--- src/rtl/nfc_regs_pkg.sv ---
package nfc_regs_pkg;
  localparam int unsigned IRQ_W  = 6;
  localparam int unsigned CFG_W  = 4;
  localparam int unsigned LIVE_W = 7;

  // word indices (byte offset / 4)
  localparam int unsigned OFF_CMD   = 0;
  localparam int unsigned OFF_CFG   = 1;
  localparam int unsigned OFF_TIM   = 2;
  localparam int unsigned OFF_IMASK = 3;
  localparam int unsigned OFF_ISTAT = 4;
  localparam int unsigned OFF_LOCK  = 5;
  localparam int unsigned OFF_LIVE  = 6;
  localparam int unsigned OFF_CE    = 7;

  localparam logic [15:0] UNLOCK_KEY = 16'hA25E;
  localparam logic [7:0]  CMD_RST    = 8'hFF;

  typedef struct packed {
    logic cmd;
    logic cfg;
    logic tim;
    logic imask;
    logic istat;
    logic lock;
    logic live;
    logic ce;
  } reg_sel_t;
endpackage

--- src/rtl/nfc_addr_dec.sv ---
module nfc_addr_dec
  import nfc_regs_pkg::*;
#(
  parameter int unsigned WIDX_W = 4
) (
  input  logic [WIDX_W-1:0] widx_i,
  output reg_sel_t          sel_o
);
  always_comb begin
    sel_o = '0;
    case (widx_i)
      WIDX_W'(OFF_CMD):   sel_o.cmd   = 1'b1;
      WIDX_W'(OFF_CFG):   sel_o.cfg   = 1'b1;
      WIDX_W'(OFF_TIM):   sel_o.tim   = 1'b1;
      WIDX_W'(OFF_IMASK): sel_o.imask = 1'b1;
      WIDX_W'(OFF_ISTAT): sel_o.istat = 1'b1;
      WIDX_W'(OFF_LOCK):  sel_o.lock  = 1'b1;
      WIDX_W'(OFF_LIVE):  sel_o.live  = 1'b1;
      WIDX_W'(OFF_CE):    sel_o.ce    = 1'b1;
      default: ;
    endcase
  end
endmodule

--- src/rtl/nfc_key_lock.sv ---
module nfc_key_lock
  import nfc_regs_pkg::*;
(
  input  logic        clk_i,
  input  logic        rst_ni,
  input  logic        wr_i,
  input  logic        lock_sel_i,
  input  logic [1:0]  be_i,
  input  logic [15:0] key_i,
  output logic        unlocked_o
);
  logic key_ok;
  logic open_q;

  assign key_ok = (be_i == 2'b11) && (key_i == UNLOCK_KEY);

  // every write decides the next state: only a correct key opens
  always_ff @(posedge clk_i or negedge rst_ni) begin
    if (!rst_ni)   open_q <= 1'b0;
    else if (wr_i) open_q <= lock_sel_i & key_ok;
  end

  assign unlocked_o = open_q;
endmodule

--- src/rtl/nfc_byte_reg.sv ---
module nfc_byte_reg #(
  parameter int unsigned W  = 8,
  localparam int unsigned NB = (W + 7) / 8
) (
  input  logic          clk_i,
  input  logic          rst_ni,
  input  logic          en_i,
  input  logic [NB-1:0] be_i,
  input  logic [W-1:0]  d_i,
  output logic [W-1:0]  q_o
);
  logic [W-1:0] bit_en;
  logic [W-1:0] q_q;

  for (genvar i = 0; i < W; i++) begin : g_bit
    assign bit_en[i] = en_i & be_i[i/8];
  end

  always_ff @(posedge clk_i or negedge rst_ni) begin
    if (!rst_ni) q_q <= '0;
    else         q_q <= (q_q & ~bit_en) | (d_i & bit_en);
  end

  assign q_o = q_q;
endmodule

--- src/rtl/nfc_irq_ctrl.sv ---
module nfc_irq_ctrl #(
  parameter int unsigned N = 6
) (
  input  logic         clk_i,
  input  logic         rst_ni,
  input  logic [N-1:0] evt_i,
  input  logic         clr_i,
  input  logic [N-1:0] mask_i,
  output logic [N-1:0] stat_o,
  output logic         irq_o
);
  logic [N-1:0] stat_q;

  // a pulse landing on the clearing edge survives
  always_ff @(posedge clk_i or negedge rst_ni) begin
    if (!rst_ni) stat_q <= '0;
    else         stat_q <= evt_i | (clr_i ? '0 : stat_q);
  end

  assign stat_o = stat_q;
  assign irq_o  = |(stat_q & mask_i);
endmodule

--- src/rtl/nand_ctrl_regs.sv ---
module nand_ctrl_regs
  import nfc_regs_pkg::*;
#(
  parameter int unsigned ADDR_W = 6,
  parameter int unsigned TIME_W = 27
) (
  input  logic              clk_i,
  input  logic              rst_ni,
  input  logic [ADDR_W-1:0] addr_i,
  input  logic              wr_en_i,
  input  logic              rd_en_i,
  input  logic [3:0]        be_i,
  input  logic [31:0]       wdata_i,
  output logic [31:0]       rdata_o,
  input  logic [IRQ_W-1:0]  evt_i,
  input  logic [LIVE_W-1:0] live_i,
  output logic              irq_o,
  output logic [CFG_W-1:0]  cfg_o,
  output logic [TIME_W-1:0] timing_o,
  output logic              ce_normal_o,
  output logic              soft_rst_o
);
  localparam int unsigned WIDX_W = ADDR_W - 2;
  localparam int unsigned TIM_NB = (TIME_W + 7) / 8;

  reg_sel_t         sel;
  logic             unlocked;
  logic             cmd_rst;
  logic             stat_clr;
  logic [IRQ_W-1:0] mask_q;
  logic [IRQ_W-1:0] stat;
  logic [0:0]       ce_q;
  logic [31:0]      rd_mux;
  logic [31:0]      rdata_q;
  logic             soft_rst_q;
  logic             unused_bits;

  assign unused_bits = ^{addr_i[1:0], wdata_i, be_i};

  nfc_addr_dec #(.WIDX_W(WIDX_W)) u_dec (
    .widx_i (addr_i[ADDR_W-1:2]),
    .sel_o  (sel)
  );

  nfc_key_lock u_lock (
    .clk_i      (clk_i),
    .rst_ni     (rst_ni),
    .wr_i       (wr_en_i),
    .lock_sel_i (sel.lock),
    .be_i       (be_i[1:0]),
    .key_i      (wdata_i[15:0]),
    .unlocked_o (unlocked)
  );

  nfc_byte_reg #(.W(CFG_W)) u_cfg (
    .clk_i  (clk_i),
    .rst_ni (rst_ni),
    .en_i   (wr_en_i & sel.cfg & unlocked),
    .be_i   (be_i[0:0]),
    .d_i    (wdata_i[CFG_W-1:0]),
    .q_o    (cfg_o)
  );

  nfc_byte_reg #(.W(TIME_W)) u_tim (
    .clk_i  (clk_i),
    .rst_ni (rst_ni),
    .en_i   (wr_en_i & sel.tim & unlocked),
    .be_i   (be_i[TIM_NB-1:0]),
    .d_i    (wdata_i[TIME_W-1:0]),
    .q_o    (timing_o)
  );

  nfc_byte_reg #(.W(IRQ_W)) u_mask (
    .clk_i  (clk_i),
    .rst_ni (rst_ni),
    .en_i   (wr_en_i & sel.imask),
    .be_i   (be_i[0:0]),
    .d_i    (wdata_i[IRQ_W-1:0]),
    .q_o    (mask_q)
  );

  nfc_byte_reg #(.W(1)) u_ce (
    .clk_i  (clk_i),
    .rst_ni (rst_ni),
    .en_i   (wr_en_i & sel.ce),
    .be_i   (be_i[0:0]),
    .d_i    (wdata_i[0:0]),
    .q_o    (ce_q)
  );
  assign ce_normal_o = ce_q[0];

  assign cmd_rst  = wr_en_i & sel.cmd & be_i[0] & (wdata_i[7:0] == CMD_RST);
  assign stat_clr = (rd_en_i & sel.istat) | cmd_rst;

  nfc_irq_ctrl #(.N(IRQ_W)) u_irq (
    .clk_i  (clk_i),
    .rst_ni (rst_ni),
    .evt_i  (evt_i),
    .clr_i  (stat_clr),
    .mask_i (mask_q),
    .stat_o (stat),
    .irq_o  (irq_o)
  );

  always_comb begin
    rd_mux = '0;
    unique case (1'b1)
      sel.cfg:   rd_mux = 32'(cfg_o);
      sel.tim:   rd_mux = 32'(timing_o);
      sel.imask: rd_mux = 32'(mask_q);
      sel.istat: rd_mux = 32'(stat);
      sel.lock:  rd_mux = 32'(unlocked);
      sel.live:  rd_mux = 32'(live_i);
      sel.ce:    rd_mux = 32'(ce_q);
      default:   rd_mux = '0;
    endcase
  end

  always_ff @(posedge clk_i or negedge rst_ni) begin
    if (!rst_ni) begin
      rdata_q    <= '0;
      soft_rst_q <= 1'b0;
    end else begin
      rdata_q    <= rd_en_i ? rd_mux : '0;
      soft_rst_q <= cmd_rst;
    end
  end

  assign rdata_o    = rdata_q;
  assign soft_rst_o = soft_rst_q;
endmodule

--- config.mk ---
export PLATFORM = sky130hd
export DESIGN_NAME = nand_ctrl_regs
export DESIGN_NICKNAME = d
export VERILOG_FILES = /design/src/rtl/nfc_regs_pkg.sv /design/src/rtl/nfc_addr_dec.sv /design/src/rtl/nfc_key_lock.sv /design/src/rtl/nfc_byte_reg.sv /design/src/rtl/nfc_irq_ctrl.sv /design/src/rtl/nand_ctrl_regs.sv
export SDC_FILE = /design/constraint.sdc
export NUM_CORES = 1
export LEC_CHECK = 0
export BUFFER_PORTS_ARGS = -buffer_cell sky130_fd_sc_hd__buf_2
export CAP_MARGIN = 20
export CELL_PAD_IN_SITES_DETAIL_PLACEMENT = 1
export CELL_PAD_IN_SITES_GLOBAL_PLACEMENT = 2
export CORE_UTILIZATION = 32
export CTS_CLUSTER_DIAMETER = 120
export CTS_CLUSTER_SIZE = 25
export DETAILED_ROUTE_END_ITERATION = 10
export GPL_TIMING_DRIVEN = 0
export PLACE_DENSITY = 0.93
export SLEW_MARGIN = 25
export SYNTH_ARGS = -nofsm -noshare
export SYNTH_HDL_FRONTEND = slang
export SYNTH_SLANG_ARGS = --single-unit
--- constraint.sdc ---
create_clock -name clk_i -period 4.4 [get_ports clk_i]
set_input_delay 0.88 -clock clk_i [delete_from_list [all_inputs] [get_ports clk_i]]
set_output_delay 0.88 -clock clk_i [all_outputs]
set_load 0.03 [all_outputs]
# == Word-level counts from Yosys, hierarchy flattened ==
# Cells that the tools add are included.
# totals
ram_bits,0
romBits,0
input_bits,59
mem_count,0
register_bits,73
latch_bits,0
# classes
n_mux,11
mul,0
magnitude_cmp,0
bitwise_logic,37
reduce_logical,3
div,0
n_shift,0
addsub,0
n_eq_ne,10
# ops
op,count
$pmux W27 S7,1
$and A27 B27 Y27,2
$mux W27,1
$not A27 Y27,1
$or A27 B27 Y27,1
$and A1 B1 Y1,20
$and A6 B6 Y6,3
$eq A16 B16 Y1 const B,1
$eq A4 B3 Y1 const B,4
$or A6 B6 Y6,2
$and A4 B4 Y4,2
$eq A4 B2 Y1 const B,2
$eq A8 B8 Y1 const B,1
$mux W1,8
$mux W6,1
$not A6 Y6,1
$reduce_or A6 Y1,1
$eq A4 B1 Y1 const B,1
$logic_not A4 Y1,1
$not A4 Y4,1
$or A4 B4 Y4,1
$eq A2 B2 Y1 const B,1
$or A1 B1 Y1,2
$logic_and A1 B1 Y1,1
$not A1 Y1,1

# == Logic depth before layout (Yosys ltp) ==
# Gate-level depths: netlist of the first run.
# logic_depth
word_depth,8
ltp_mapped,6
mapped_depth_nobuf,4

# == By module ==
# From an unflattened synthesis of the first run, not the netlist that was laid out.
# unflattened
hier_cells,210
hier_area_um2,3019.1
# modules_own_cells
module,cells_each,n_inst,area_each_um2
nand_ctrl_regs,93,1,1142.3
nfc_byte_reg (u_tim),58,1,1002.2
nfc_byte_reg (u_mask),13,1,251.5
nfc_irq_ctrl,17,1,226.5
nfc_byte_reg (u_cfg),9,1,166.4
nfc_key_lock,9,1,105.1
nfc_addr_dec,8,1,81.3
nfc_byte_reg (u_ce),3,1,43.8

# == Worst setup path before layout of the first run ==
# No wires, ideal clock.
# synth_timing
kind,in2reg
startpoint,input port addr_i[4]
endpoint,register (tool-made name)
path_buffers,2
stages,6
t_arrival_ns,2.342
setup_slack_ns,1.933
cell_sequence,buf_2 or3b_1 clkbuf_1 nor4b_4 nand2_2 mux2_2
# synth_lines
element,line,text
from (decl),nand_ctrl_regs.sv:9,"input logic [ADDR_W-1:0] addr_i,"

# == Worst setup path after layout of the first run ==
# layout_timing
startpoint,input port addr_i[2]
endpoint,register u_irq.stat_q[0] (netlist: u_irq.stat_o[0])
# layout_between
elab_chain_cells,8
elab_cells_between_ends,11
# layout_lines
element,line,text
$logic_not A4 Y1,nfc_addr_dec.sv:11,case (widx_i)
$mux W1,nfc_addr_dec.sv:11,
$and A1 B1 Y1 (3 in a row),nand_ctrl_regs.sv:92,assign cmd_rst = wr_en_i & sel.cmd & be_i[0] & (wdata_i[7:0] == CMD_RST);
net cmd_rst,nand_ctrl_regs.sv:28,logic cmd_rst;
$or A1 B1 Y1,nand_ctrl_regs.sv:93,assign stat_clr = (rd_en_i & sel.istat) | cmd_rst;
$mux W6,nfc_irq_ctrl.sv:17,else stat_q <= evt_i | (clr_i ? '0 : stat_q);
$or A6 B6 Y6,nfc_irq_ctrl.sv:17,
to (signal assigned),nfc_irq_ctrl.sv:17,
to (decl),nfc_irq_ctrl.sv:12,logic [N-1:0] stat_q;
# The timed path passes the listed nets, and every way through them passes these cells.
# A chain may end at the register's enable or synchronous reset.

==> results of run 1 <==
## placed cells by master (no fill, tap or decap), types with 3 or more instances in the layout
cell and n:
a21o_1 6, a22oi_1 3, and2_1 20, buf_2 111, buf_4 6, clkbuf_1 5
clkbuf_8 10, conb_1 5, dfrtp_1 73, mux2_2 38, mux2i_1 12, nand2_1 3
nand3_1 3, nand4_1 3, nor2_1 11, nor3_1 3
## critical path: cells and delay by family
kind / cells / cell delay (ns)
buffers and inverters: 1 / 0.14
and+or+nand+nor: 2 / 1.14
AOI/OAI and AO/OA: 2 / 0.52
## through the flow
step	area (um2)	utilization, %	hold WS, ns
6_report	3970	43.2	0.414
5_1_grt	3970	43.2	0.421
2_1_floorplan	3040	-	0.471
3_3_place_gp	3730	40.6	0.476
3_5_place_dp	3760	40.9	0.486
4_1_cts	3970	43.1	0.418
## report_power, final
| group | internal [mW] | switching (mW) |
|---|---|---|
| clock network | 0.278 | 0.259 |
| registers | 0.689 | 0.0159 |
| logic | 0.0594 | 0.0834 |
| total | 1.03 | 0.359 |
## per-layer routing
metal	track usage [%]	vias to the layer above
met2	28.4	59
li1	-	1038
met3	5.20	8
met1	21.4	1156
met4	5.77	0
met5	0	-
## final cells by class
class / count / area, um2
Inverter: 2 / 7.51
Clock buffer: 10 / 138
Buffer: 12 / 65.1
Fill cell: 1029 / 5230
Sequential cell: 73 / 1830
Multi-Input combinational cell: 138 / 1140
Clock inverter: 6 / 67.6
Tap cell: 111 / 139
Timing Repair Buffer: 112 / 586
## kinds of logic after synthesis
group | after synthesis | share of synthesized area [%]
flops | 73 | 60.5
mux | 51 | 18.9
other cells | 1 | 0.124
compound gates | 20 | 4.93
simple gates | 62 | 13.2
buf+inv | 14 | 2.40
## worst max path at each step
stage                 endpoint  slack (ns)  cells after the start
6_report       u_irq.stat_o[0]        1.96                      5
5_1_grt        u_irq.stat_o[0]        1.86                      5
4_1_cts                   flop        2.01                      6
3_5_place_dp              flop        1.62                      6
3_3_place_gp              flop        1.67                      6
2_1_floorplan             flop        1.93                      6
==> results.sh, run 1 <==
export IMPL_post_route_period_util_pct=55.5
export IMPL_synthArstFlopShare_pct=100
export IMPL_clock_skew_ns=0.00946
export IMPL_worst_ep_arrival_time_ns=2.68
export IMPL_start_kind="input port"
export IMPL_grt_setup_unrepaired="no"
export IMPL_r2r_start="u_lock.unlocked_o"
export IMPL_ys_ff_latch=73
export IMPL_cts_sinks=73
export IMPL_route_layer_met1_wl_um=3330
export IMPL_yosys_area_top_type="dfrtp_1"
export IMPL_synth_ff_type="dfrtp_1"
export IMPL_peakVddDrop_uv=129
export IMPL_tightest_slew_ns=0.904
export IMPL_postSynthAreaPerCell_um2=13.7
export IMPL_finalSetupViolCount=0
export IMPL_path_max_fanout=6
export IMPL_synth_area_um2=3020
export IMPL_h_tree_depth=3
export IMPL_grt_pass1_vias=2322
export IMPL_required_ns=4.64
export IMPL_die_h_um=99.2
export IMPL_reg2reg_slack_ns=2.76
export IMPL_drv_slew=0
export IMPL_min_path_type="input port to asynchronous set/reset pin"
export IMPL_crit_chain="buf_2 > or4_1 > nor4_1 > a31oi_1 > a21o_1"
export IMPL_ys_top_cells_by_count="dfrtp_1 (73), mux2_2 (38), and2_1 (20)"
export IMPL_dp_hpwl_um=6240
export IMPL_root_buffer="clkbuf_8"
export IMPL_cellLeakagePower_nw=2.13
export IMPL_top_layer="met4"
export IMPL_row_count=35
export IMPL_min_period_ns=2.44
export IMPL_p_per_area_nw_per_um2=349
export IMPL_crit_type="input port to flop"
export IMPL_nets=407
export IMPL_antenna_left=0
export IMPL_num_vias=2261
export IMPL_wl_per_cell_um=17.3
export IMPL_grt_overflow_total=0
export IMPL_maxCapViolations=0
export IMPL_cpMaxStageDelayCell="nor4_1"
export IMPL_grt_max_degree=52
export IMPL_drc=0
export IMPL_yosys_cell_count_top_type="dfrtp_1"
export IMPL_wirelength_um=8040
export IMPL_diodes=0
export IMPL_fmax_ghz=0.410
export IMPL_ctsHoldBuffers=0
export IMPL_slew_headroom_pct=39.2
export IMPL_io_pins=125
export IMPL_dr_pass1_iters=4
export IMPL_hold_viol_final=0
export IMPL_grt_first_pass_wirelength_um=12600
export IMPL_grt_total_usage_pct=17.1
export IMPL_via_per_inst=4.87
export IMPL_cts_resized=0
export IMPL_setup_slack_ns=1.96
export IMPL_setup_tns_ns=0
export IMPL_place_ws_ns=1.62
export IMPL_ff2ff_path_depth=3
export IMPL_finalNonFillerCells=464
export IMPL_slowest_delay_ns=0.58
export IMPL_ys_warn_count=0
export IMPL_cts_tree="done"
export IMPL_die_area_um2=9830
export IMPL_yosysSeqAreaShare_pct=60.5
export IMPL_synth_edf_count=0
export IMPL_synth_cell_types=40
export IMPL_synth_cells=221
export IMPL_synth_top_area_share_pct=60.5
export IMPL_synth_area_leaders="dfrtp_1 (60%), mux2_2 (14%), and2_1 (4.1%)"
export IMPL_die_w_um=99.2
export IMPL_start_util_pct=32.8
export IMPL_cp_end_kind="flop"
export IMPL_clockBufferDepth=2
export IMPL_syn_to_final_growth_pct=31.5
export IMPL_drt_iter0_drc=83
export IMPL_dpl_cell_count=448
export IMPL_antenna_found_initial=0
export IMPL_status="finished, final reports clean"
export IMPL_wl_met2_um=4100
export IMPL_dr_wl_met3_um=508
export IMPL_startpoint="addr_i[2]"
export IMPL_io_buffers=111
export IMPL_clk_pin_slew_ns=0.08
export IMPL_power_mw=1.38
export IMPL_cts_buffers=9
export IMPL_clk_latency_ns=0.35
export IMPL_drive_above_1_share_pct=51.0
export IMPL_gp_congestion=0.829
export IMPL_core_area_um2=9200
export IMPL_cts_setup_buffers=0
(Power assumes the default switching activity.)
==> run 2: changes to the inputs <==
--- a/config.mk
+++ b/config.mk
@@ -5,16 +5,17 @@
 export SDC_FILE = /design/constraint.sdc
 export NUM_CORES = 1
 export LEC_CHECK = 0
+export ABC_AREA = 1
 export BUFFER_PORTS_ARGS = -buffer_cell sky130_fd_sc_hd__buf_2
 export CAP_MARGIN = 20
 export CELL_PAD_IN_SITES_DETAIL_PLACEMENT = 1
 export CELL_PAD_IN_SITES_GLOBAL_PLACEMENT = 2
-export CORE_UTILIZATION = 32
+export CORE_UTILIZATION = 24
 export CTS_CLUSTER_DIAMETER = 120
 export CTS_CLUSTER_SIZE = 25
 export DETAILED_ROUTE_END_ITERATION = 10
 export GPL_TIMING_DRIVEN = 0
-export PLACE_DENSITY = 0.93
+export PLACE_DENSITY = 0.84
 export SLEW_MARGIN = 25
 export SYNTH_ARGS = -nofsm -noshare
 export SYNTH_HDL_FRONTEND = slang
==> constraint.sdc (replaced) <==
create_clock -name clk_i -period 2.1 [get_ports clk_i]
set_input_delay 0.42 -clock clk_i [delete_from_list [all_inputs] [get_ports clk_i]]
set_output_delay 0.42 -clock clk_i [all_outputs]
set_load 0.03 [all_outputs]
==> results.sh, run 2 <==
export IMPL_place_ws_ns=0.441
export IMPL_synth_cells=373
export IMPL_final_common_cell="nand2_1"
export IMPL_holdWs_ns=0.000100
export IMPL_finalSetupViolCount=0
export IMPL_syn_to_final_growth_pct=35.0
export IMPL_worst_ep_arrival_time_ns=1.35
export IMPL_row_count=41
export IMPL_cts_buffers=9
export IMPL_min_path_type="input port to asynchronous set/reset pin"
export IMPL_crit_chain="a22o_1 > a21oi_1 > nand2_1 > buf_2"
export IMPL_clk_pin_slew_ns=0.05
export IMPL_setup_slack_ns=0.327
export IMPL_grt_total_usage_pct=15.5
export IMPL_cts_sinks=73
export IMPL_cts_resized=0
export IMPL_cts_tree="done"
export IMPL_synth_edf_count=0
export IMPL_core_area_um2=12800
export IMPL_num_vias=2938
export IMPL_crit_type="flop to output port"
export IMPL_grt_first_pass_wirelength_um=16500
export IMPL_drt_iter0_drc=126
export IMPL_synth_cell_types=25
export IMPL_grt_max_degree=50
export IMPL_maxCapViolations=0
export IMPL_dp_hpwl_um=7910
export IMPL_postSynthAreaPerCell_um2=8.61
export IMPL_setup_tns_ns=0
export IMPL_yosys_area_top_type="dfrtp_1"
export IMPL_gp_congestion=0.775
export IMPL_h_tree_depth=3
export IMPL_clockBufferDepth=2
export IMPL_clock_skew_ns=0.00605
export IMPL_internal_power_mw=2.51
export IMPL_fin_area_um2=4340
export IMPL_ys_ff_latch=73
export IMPL_drv_slew=0
export IMPL_place_area_um2=4030
export IMPL_dr_pass1_iters=4
export IMPL_start_util_pct=25.1
export IMPL_ys_warn_count=0
export IMPL_mostFrequentLayoutCells="nand2_1 (118), buf_2 (114), dfrtp_1 (73), nand3_1 (45), nor2_1 (42)"
export IMPL_die_h_um=118
export IMPL_yosysSeqAreaShare_pct=56.9
export IMPL_ys_top_cells_by_count="nand2_1 (118), dfrtp_1 (73), nand3_1 (45)"
export IMPL_synth_top_area_share_pct=56.9
export IMPL_die_area_um2=13900
export IMPL_wl_per_cell_um=14.8
export IMPL_drc=0
export IMPL_grt_setup_unrepaired="no"
export IMPL_fmax_ghz=0.564
export IMPL_cpMaxStageDelayCell="dfrtp_1"
export IMPL_io_pins=125
export IMPL_yosys_cell_count_top_type="nand2_1"
export IMPL_cts_setup_buffers=0
export IMPL_swShare_pct=25.5
export IMPL_grt_pass1_vias=3114
export IMPL_synth_ff_type="dfrtp_1"
export IMPL_synth_area_um2=3210
export IMPL_p_per_area_nw_per_um2=776
export IMPL_pwr_share_clk_pct=46.5
export IMPL_cp_end_kind="output port"
export IMPL_antenna_left=0
export IMPL_power_mw=3.36
export IMPL_slowest_delay_ns=0.40
export IMPL_wirelength_um=10000
export IMPL_synth_area_leaders="dfrtp_1 (57%), nand2_1 (14%), nand3_1 (7.0%)"
export IMPL_root_buffer="clkbuf_16"
export IMPL_p_switching_uw=856
export IMPL_die_w_um=118
export IMPL_grt_overflow_total=0
export IMPL_post_route_period_util_pct=84.4
export IMPL_antenna_found_initial=1
export IMPL_via_per_inst=4.33
export IMPL_io_buffers=111
export IMPL_min_period_ns=1.77
export IMPL_ctsHoldBuffers=0
export IMPL_synthArstFlopShare_pct=100
export IMPL_start_kind="flop"
export IMPL_hold_viol_final=0
export IMPL_nets=559
export IMPL_peakVddDrop_uv=313
export IMPL_path_max_fanout=3
export IMPL_comb_power_share_pct=9.7
export IMPL_clk_latency_ns=0.34
export IMPL_status="finished, final reports clean"
export IMPL_required_ns=1.68
export IMPL_pwr_share_seq_pct=43.8
export IMPL_cellLeakagePower_nw=2.42
export IMPL_drive_above_1_share_pct=32.9
==> run 2: cell types whose count changed in the layout (fill, tap and decap cells not counted), moves of 20 or more <==
| cell | change |
|---|---|
| mux2_2 | -38 |
| inv_1 | +25 |
| nor2_1 | +31 |
| nand3_1 | +42 |
| and2_1 | -20 |
| nand2_1 | +115 |
==> run 2: layout make-up <==
class	instances	area, um2
antenna	1	2.50
buffer	16	106
clock buffer	10	239
clock inverter	6	66.3
fill	1583	8490
inverter	31	118
multi-input combinational	257	1180
sequential	73	1830
tap	172	215
timing repair buffer	112	586
==> run 2: worst max-delay path, delay by kind of cell (launching register included) <==
family	cells	cell delay, ns
buf+inv	1	0.18
compound gates	2	0.36
simple gates	1	0.08
flops	1	0.40
==> run 2: power by group through the flow <==
stage	Sequential, mW	Clock [mW]	Combinational (mW)
2_1_floorplan	1.52	0	0.151
3_3_place_gp	1.50	0	0.317
3_5_place_dp	1.50	0	0.332
4_1_cts	1.47	1.60	0.334
5_1_grt	1.48	1.67	0.364
6_report	1.47	1.56	0.328
==> run 2: worst paths after layout <==
path	startpoint	to	slack, ns	depth (start not counted)
max	flop	irq_o	0.33	4
min	rst_ni	asynchronous set/reset pin	0.0001	1
max reg2reg	u_lock.unlocked_o	flop	0.72	6
min reg2reg	flop	flop	0.51	2
max in group asynchronous	rst_ni	rdata_o[9]	1.54	2
min in group clk_i	evt_i[0]	u_irq.stat_o[0]	0.27	3
==> run 2: metrics by stage <==
stage,std cells,utilization (%)
4_1_cts,677,33.8
3_3_place_gp,660,31.2
2_1_floorplan,377,-
6_report,678,33.8
5_1_grt,677,33.8
3_5_place_dp,661,31.4
==> run 2: cells by family (layout without fill, tap and decap cells) <==
family                 count (synthesis)  in the layout  share of synthesized area [%]
AND/OR/NAND/NOR                      222            222                           29.9
flip-flops                            73             73                           56.9
buffers and inverters                 47            175                           6.97
AO/OA/AOI/OAI                         30             30                           6.19
other                                  1              6                          0.117
==> run 2: routing by layer <==
metal / vias up / share of wire, % / global-route usage, % / wire [um]
li1: 1430 / - / - / -
met1: 1426 / 43 / 18.7 / 4350
met2: 69 / 50 / 25.2 / 4960
met3: 13 / 5.3 / 4.07 / 530
met4: 0 / 1.7 / 7.85 / 172
met5: - / 0 / 0 / 0
